`config.mk`:
```
export PLATFORM = sky130hd
export DESIGN_NAME = pkt_route_demux
export DESIGN_NICKNAME = d
export VERILOG_FILES = /design/src/rtl/pkt_route_pkg.sv /design/src/rtl/pkt_hdr_fsm.sv /design/src/rtl/pkt_ch_demux.sv /design/src/rtl/pkt_drop_cnt.sv /design/src/rtl/pkt_route_demux.sv
export SDC_FILE = /design/constraint.sdc
export NUM_CORES = 1
export LEC_CHECK = 0
export BUFFER_PORTS_ARGS = -buffer_cell sky130_fd_sc_hd__buf_2
export CELL_PAD_IN_SITES_DETAIL_PLACEMENT = 1
export CELL_PAD_IN_SITES_GLOBAL_PLACEMENT = 1
export CORE_ASPECT_RATIO = 1.5
export CORE_MARGIN = 10
export CORE_UTILIZATION = 40
export DETAILED_ROUTE_END_ITERATION = 10
export GPL_TIMING_DRIVEN = 1
export PLACE_DENSITY = 0.85
export SLEW_MARGIN = 20
export SYNTH_ARGS = -nofsm -noshare
export SYNTH_HDL_FRONTEND = slang
export SYNTH_SLANG_ARGS = --single-unit
export TNS_END_PERCENT = 50
```
`constraint.sdc`:
```
create_clock -name clk -period 4.4 [get_ports clk]
set_input_delay 0.66 -clock clk [delete_from_list [all_inputs] [get_ports clk]]
set_output_delay 0.66 -clock clk [all_outputs]
set_load 0.01 [all_outputs]
```
`src/rtl/pkt_route_pkg.sv`:
```
// Shared types for the packet routing demultiplexer.
package pkt_route_pkg;
    // Decode phase: reading header words, or moving payload words.
    typedef enum logic {
        ST_HDR = 1'b0,
        ST_PAY = 1'b1
    } rx_phase_e;
endpackage

```
`src/rtl/pkt_hdr_fsm.sv`:
```
// Header walker for the packet routing demultiplexer.
// Counts header words, captures the destination ID and channel from the
// first header word and the payload length from the last header word,
// then tracks the payload words still to go.
// Assumes: HDR_WORDS >= 2, the ID and channel word comes first, the length
// word comes last, and `take` is high only when a word is actually consumed.
module pkt_hdr_fsm
    import pkt_route_pkg::*;
#(
    parameter int DATA_W    = 16,
    parameter int CH_W      = 4,
    parameter int HDR_WORDS = 5,
    localparam int ID_W     = DATA_W - CH_W,
    localparam int IDX_W    = $clog2(HDR_WORDS)
) (
    input  logic              clk,
    input  logic              rst_n,
    input  logic [ID_W-1:0]   local_id,
    input  logic [DATA_W-1:0] in_data,
    input  logic              take,
    output logic              in_pay,
    output logic              drop_pkt,
    output logic [CH_W-1:0]   chan,
    output logic              reject
);
    localparam logic [IDX_W-1:0] LAST_IDX = IDX_W'(HDR_WORDS - 1);

    rx_phase_e         phase_q;
    logic [IDX_W-1:0]  idx_q;
    logic [ID_W-1:0]   id_q;
    logic [CH_W-1:0]   chan_q;
    logic [DATA_W-1:0] rem_q;
    logic              drop_q;
    logic              at_len;
    logic              mismatch;

    // Decode of the last header word and of the address check.
    always_comb begin
        at_len   = (phase_q == ST_HDR) && (idx_q == LAST_IDX);
        mismatch = (id_q != local_id);
    end

    // Header word counting, field capture and payload countdown.
    always_ff @(posedge clk) begin
        if (!rst_n) begin
            phase_q <= ST_HDR;
            idx_q   <= '0;
            id_q    <= '0;
            chan_q  <= '0;
            rem_q   <= '0;
            drop_q  <= 1'b0;
        end else if (take) begin
            if (phase_q == ST_HDR) begin
                if (idx_q == '0) begin
                    id_q   <= in_data[DATA_W-1:CH_W];
                    chan_q <= in_data[CH_W-1:0];
                end
                if (at_len) begin
                    idx_q  <= '0;
                    rem_q  <= in_data;
                    drop_q <= mismatch;
                    if (in_data != '0) begin
                        phase_q <= ST_PAY;
                    end
                end else begin
                    idx_q <= idx_q + 1'b1;
                end
            end else begin
                rem_q <= rem_q - 1'b1;
                if (rem_q == DATA_W'(1)) begin
                    phase_q <= ST_HDR;
                end
            end
        end
    end

    // Outputs toward the demux and the reject counter.
    always_comb begin
        in_pay   = (phase_q == ST_PAY);
        drop_pkt = drop_q;
        chan     = chan_q;
        reject   = take && at_len && mismatch;
    end

    AST_PAY_REM_NZ: assert property (@(posedge clk) disable iff (!rst_n)
        (phase_q == ST_PAY) |-> (rem_q != '0));
    AST_IDX_RANGE: assert property (@(posedge clk) disable iff (!rst_n)
        (idx_q <= LAST_IDX));
    AST_PAY_ENDS_HDR: assert property (@(posedge clk) disable iff (!rst_n)
        (take && (phase_q == ST_PAY) && (rem_q == DATA_W'(1))) |=> (phase_q == ST_HDR) && (idx_q == '0));
endmodule

```
`src/rtl/pkt_ch_demux.sv`:
```
// Channel fan-out for the packet routing demultiplexer.
// Raises the valid of the selected channel while a deliverable payload word
// is at the FIFO head, and returns that channel's ready.
// Assumes: NCH is a power of two matching the channel field width.
module pkt_ch_demux #(
    parameter int NCH  = 16,
    localparam int CH_W = $clog2(NCH)
) (
    input  logic            clk,
    input  logic            rst_n,
    input  logic            deliver,
    input  logic            word_avail,
    input  logic [CH_W-1:0] chan,
    input  logic [NCH-1:0]  ch_ready,
    output logic [NCH-1:0]  ch_valid,
    output logic            sel_ready
);
    // Per-channel valid decode, one comparator per channel.
    for (genvar g = 0; g < NCH; g++) begin : g_ch
        always_comb begin
            ch_valid[g] = deliver && word_avail && (chan == CH_W'(g));
        end
    end

    // Ready of the channel currently addressed.
    always_comb begin
        sel_ready = ch_ready[chan];
    end

    AST_ONEHOT_VALID: assert property (@(posedge clk) disable iff (!rst_n)
        $onehot0(ch_valid));
endmodule

```
`src/rtl/pkt_drop_cnt.sv`:
```
// Saturating counter of rejected packets.
// Assumes: `bump` is a single-cycle pulse per rejected packet.
module pkt_drop_cnt #(
    parameter int CNT_W = 16
) (
    input  logic             clk,
    input  logic             rst_n,
    input  logic             bump,
    output logic [CNT_W-1:0] cnt
);
    localparam logic [CNT_W-1:0] CNT_MAX = {CNT_W{1'b1}};

    // Count up on each reject, holding at the top value.
    always_ff @(posedge clk) begin
        if (!rst_n) begin
            cnt <= '0;
        end else if (bump && (cnt != CNT_MAX)) begin
            cnt <= cnt + 1'b1;
        end
    end

    AST_CNT_NEVER_DOWN: assert property (@(posedge clk) disable iff (!rst_n)
        cnt >= $past(cnt));
    AST_CNT_STEP: assert property (@(posedge clk) disable iff (!rst_n)
        (bump && (cnt != CNT_MAX)) |=> (cnt == $past(cnt) + 1'b1));
endmodule

```
`src/rtl/pkt_route_demux.sv`:
```
// Packet routing demultiplexer top.
// Reads a header-prefixed word stream from a first-word-fall-through FIFO,
// drops packets addressed elsewhere, strips the header and steers payload
// to one of NCH valid/ready channels over a shared data bus.
// Assumes: in_data is stable while in_empty is low and in_rd is low;
// local_id is static during traffic.
module pkt_route_demux #(
    parameter int DATA_W    = 16,
    parameter int NCH       = 16,
    parameter int HDR_WORDS = 5,
    parameter int CNT_W     = 16,
    localparam int CH_W     = $clog2(NCH),
    localparam int ID_W     = DATA_W - CH_W
) (
    input  logic              clk,
    input  logic              rst_n,
    input  logic [ID_W-1:0]   local_id,
    input  logic [DATA_W-1:0] in_data,
    input  logic              in_empty,
    output logic              in_rd,
    output logic [DATA_W-1:0] ch_data,
    output logic [NCH-1:0]    ch_valid,
    input  logic [NCH-1:0]    ch_ready,
    output logic [CNT_W-1:0]  drop_count
);
    logic            in_pay;
    logic            drop_pkt;
    logic [CH_W-1:0] chan;
    logic            reject;
    logic            sel_ready;
    logic            deliver;

    // Read strobe: headers and discarded payload flow freely, kept payload waits for ready.
    always_comb begin
        deliver = in_pay && !drop_pkt;
        in_rd   = rst_n && !in_empty && (!in_pay || drop_pkt || sel_ready);
        ch_data = in_data;
    end

    pkt_hdr_fsm #(
        .DATA_W    (DATA_W),
        .CH_W      (CH_W),
        .HDR_WORDS (HDR_WORDS)
    ) u_fsm (
        .clk      (clk),
        .rst_n    (rst_n),
        .local_id (local_id),
        .in_data  (in_data),
        .take     (in_rd),
        .in_pay   (in_pay),
        .drop_pkt (drop_pkt),
        .chan     (chan),
        .reject   (reject)
    );

    pkt_ch_demux #(
        .NCH (NCH)
    ) u_demux (
        .clk        (clk),
        .rst_n      (rst_n),
        .deliver    (deliver),
        .word_avail (!in_empty),
        .chan       (chan),
        .ch_ready   (ch_ready),
        .ch_valid   (ch_valid),
        .sel_ready  (sel_ready)
    );

    pkt_drop_cnt #(
        .CNT_W (CNT_W)
    ) u_cnt (
        .clk   (clk),
        .rst_n (rst_n),
        .bump  (reject),
        .cnt   (drop_count)
    );

    AST_RD_NOT_EMPTY: assert property (@(posedge clk) disable iff (!rst_n)
        in_rd |-> !in_empty);
    AST_STALL_HOLD: assert property (@(posedge clk) disable iff (!rst_n)
        ((ch_valid & ~ch_ready) != '0) |-> !in_rd);
    AST_DROP_SILENT: assert property (@(posedge clk) disable iff (!rst_n)
        (in_pay && drop_pkt) |-> (ch_valid == '0));
    AST_HDR_NOT_FWD: assert property (@(posedge clk) disable iff (!rst_n)
        !in_pay |-> (ch_valid == '0));
endmodule

```
==> reports/summary.txt <==
Layout fillers: 995
skew final: 0.0110 ns
largest family of logic cells by synthesized area: simple AND/OR/NAND/NOR gates
top_reg_cell synth: dfxtp_1
Pwr Total: 1.07 mW
fraction of registers with async set/reset: 0%
crit end category: output port
Seq cells post-synth: 53
CTS Buf Count: 5
DIE AREA: 0.0119 mm^2
run status: finished, final reports clean
Worst-Margin Slew: 0.984 ns
Synth area leader: dfxtp_1
DRT Pass-1 Iters: 4
Syn Inst Count: 408
Post-CTS Setup Bufs: 0
wirelength, routed: 10400 um
Relative slew margins: 34.2%
Setup CP Type: register to output port
All-Layer GR Usage: 17.0%
pins over their slew limit: 0
synthesized cell area: 0.00316 mm^2
DR iter-0 viols: 202
Clock Root Buffer: clkbuf_16
Tmin final: 2.96 ns
max frequency: 337 MHz
post-synthesis mux area share: 4.43%
Placed Cells: 572
CP arrival: 2.30 ns
unique cell type count in the Yosys netlist: 48
number of nets in the layout: 529
Max Buffers Root-to-Sink: 2
Adder-Cell Fraction of Synth Area: 1.98%
Min-Delay Path Class: register to register
Synth Area in XOR/XNOR: 3.60%
reg2reg setup slack: 1.54 ns
clk slew on worst S/H paths: 0.07 ns
I/O pins: 96
top-area cell type share of the netlist area: 33.5%
critical-path maximum fanout: 10
Core Area: 0.00766 mm^2
worst setup path startpoint: u_fsm.chan[1]$_SDFFE_PN0P_
GPL Wtd Cong: 0.846
Seq/Total Area, Yosys: 33.5%
DRC violations left: 0
post-DR wirelength/cell: 18.0 um
H-tree Lvls: 2
Vias: 3253
Synth area leaders: dfxtp_1 34%, nand2_1 7.7%, a21oi_1 6.3%, buf_4 4.5%, xor2_1 3.6%
number of diodes: 0
Final Non-Filler Cells: 580
EDFF count, synth: 0
Clock Sinks: 53
initial core utilization: 41.3%
initial antenna violation count: 0
vias per inst: 5.61
worst path required time: 3.74 ns
area delta synth->final: 18.5%
average instance area after synthesis: 7.75 um^2
first-pass GRT wire length: 16800 um
worst r2r src: u_fsm.idx_q[0]$_SDFFE_PN0P_
# hold bufs at CTS: 0
PortBufs: 95
Post-Synth Simple-Gate Area: 27.5%
final setup fails: 0
setup_tns: 0 ns
Leakage: 1.53 nW
synth cell count leaders: 65 x nand2_1, 53 x dfxtp_1, 40 x a21oi_1, 25 x nor2_1, 19 x buf_4
Critical Path Start Type: register
largest net degree at the start of global routing: 39
Reg2Reg Depth: 7
worst r2r dst: u_cnt.cnt[9]$_SDFFE_PN0P_
Routed Antenna Nets: 0
Peak supply drop: 0.166 mV
DP HPWL: 8090 um
top-count cell post-synth: nand2_1
Hold Vio Cnt, Final: 0
Synth Area in Compound Gates: 20.1%
max_cap viols: 0
clock latency on the worst-skew pair: 0.30 ns
die height: 129 um
pwr/cell area: 286 mW/mm^2
row cnt: 39
Worst Setup EP: in_rd
RSZ-0062 raised after global routing: no
Net Count, Synth: 460
Final period util: 67.4%
CTS tree: yes
layout cells sized above 1: 25.5%
Syn. warnings: 0
DIE WIDTH: 92.6 um
vias in the first global route: 3401
GRT overflow: 0
Resized Gates After CTS: 0
==> kinds of logic (layout without fill, tap and decap cells) <==
logic type,count (synthesis),after routing
xor+xnor,13,13
fa+ha+maj,5,5
flops,53,53
compound gates,101,101
simple gates,172,172
buf+inv,54,124
mux,10,10
==> routing by layer <==
metal	vias up	share of wire [%]	global-route usage, %
met3	23	6.4	3.96
li1	1573	-	-
met1	1562	39	17.5
met4	0	2.6	7.19
met5	-	0	0
met2	95	52	31.8
==> registers in the layout, indices dropped and copies added (netlist names) <==
name / flops
u_cnt.cnt: 16
u_fsm.rem_q: 16
u_fsm.id_q: 12
u_fsm.chan: 4
u_fsm.idx_q: 3
u_fsm.drop_pkt: 1
u_fsm.in_pay: 1
==> layout make-up <==
class | count | area (um^2) | share of cell area (%)
multi-input cells | 301 | 1820 | 48.6
well taps | 102 | 128 | 3.40
clock buffers | 5 | 125 | 3.34
flip-flops and latches | 53 | 1060 | 28.3
inverters | 17 | 63.8 | 1.70
repair buffers | 99 | 505 | 13.5
clock inverters | 3 | 43.8 | 1.17
==> stage by stage <==
stage / hold slack (ns) / utilization (%) / setup slack, ns / instance area, um^2
2_1_floorplan: 0.429 / - / 2.04 / 3160
3_3_place_gp: 0.446 / 46.7 / 1.43 / 3580
3_5_place_dp: 0.461 / 46.7 / 1.35 / 3580
4_1_cts: 0.471 / 48.9 / 1.42 / 3750
5_1_grt: 0.501 / 48.9 / 1.28 / 3750
6_report: 0.471 / 48.9 / 1.44 / 3750
==> placed cells by master, fill, tap and decap left out, types with 2 or more instances in the layout <==
cell type | Yosys | final
o211ai_1 | 3 | 3
mux2i_1 | 5 | 5
or4_1 | 4 | 4
a32o_1 | 5 | 5
nor2b_1 | 6 | 6
o22ai_1 | 8 | 8
buf_2 | 5 | 95
nor4_1 | 11 | 11
o21a_1 | 3 | 3
nor3_1 | 12 | 12
o311ai_0 | 2 | 2
nand2b_1 | 8 | 8
o21ai_1 | 5 | 5
nor2_1 | 25 | 25
mux2_2 | 2 | 2
xor2_1 | 13 | 13
ha_1 | 5 | 5
o41ai_1 | 2 | 2
or3_1 | 10 | 10
o31a_1 | 2 | 2
nand4_1 | 6 | 6
nand3_1 | 12 | 12
a211oi_2 | 3 | 3
buf_4 | 19 | 4
and3b_1 | 2 | 2
nand3b_1 | 3 | 3
inv_1 | 17 | 17
dfxtp_1 | 53 | 53
o21ai_0 | 16 | 16
mux4_2 | 3 | 3
a21oi_1 | 40 | 40
o31ai_1 | 7 | 7
clkbuf_16 | 0 | 5
nand2_1 | 65 | 65
==> power by group <==
| part | total, mW | switching (mW) | internal [mW] |
|---|---|---|---|
| logic | 0.116 | 0.0673 | 0.0492 |
| registers | 0.500 | 0.0111 | 0.488 |
| clock network | 0.457 | 0.187 | 0.270 |
==> critical path: stages, from the launching register on <==
cell     delay, ns
dfxtp_1       0.57
mux4_2        0.56
a22o_1        0.26
nor4_4        0.24
nor2_1        0.20
buf_2         0.19
==> worst min path at each step <==
stage	startpoint	to	slack (ns)	cells past startpoint
6_report	u_fsm.id_q[2]$_SDFFE_PN0P_	u_fsm.id_q[2]$_SDFFE_PN0P_	0.47	2
5_1_grt	u_fsm.id_q[9]$_SDFFE_PN0P_	u_fsm.id_q[9]$_SDFFE_PN0P_	0.50	2
4_1_cts	u_fsm.id_q[2]$_SDFFE_PN0P_	u_fsm.id_q[2]$_SDFFE_PN0P_	0.47	2
3_5_place_dp	u_fsm.id_q[2]$_SDFFE_PN0P_	u_fsm.id_q[2]$_SDFFE_PN0P_	0.46	2
3_3_place_gp	u_fsm.rem_q[14]$_SDFFE_PN0P_	u_fsm.rem_q[14]$_SDFFE_PN0P_	0.45	2
2_1_floorplan	u_fsm.rem_q[14]$_SDFFE_PN0P_	u_fsm.rem_q[14]$_SDFFE_PN0P_	0.43	2
(Power assumes the default switching activity.)
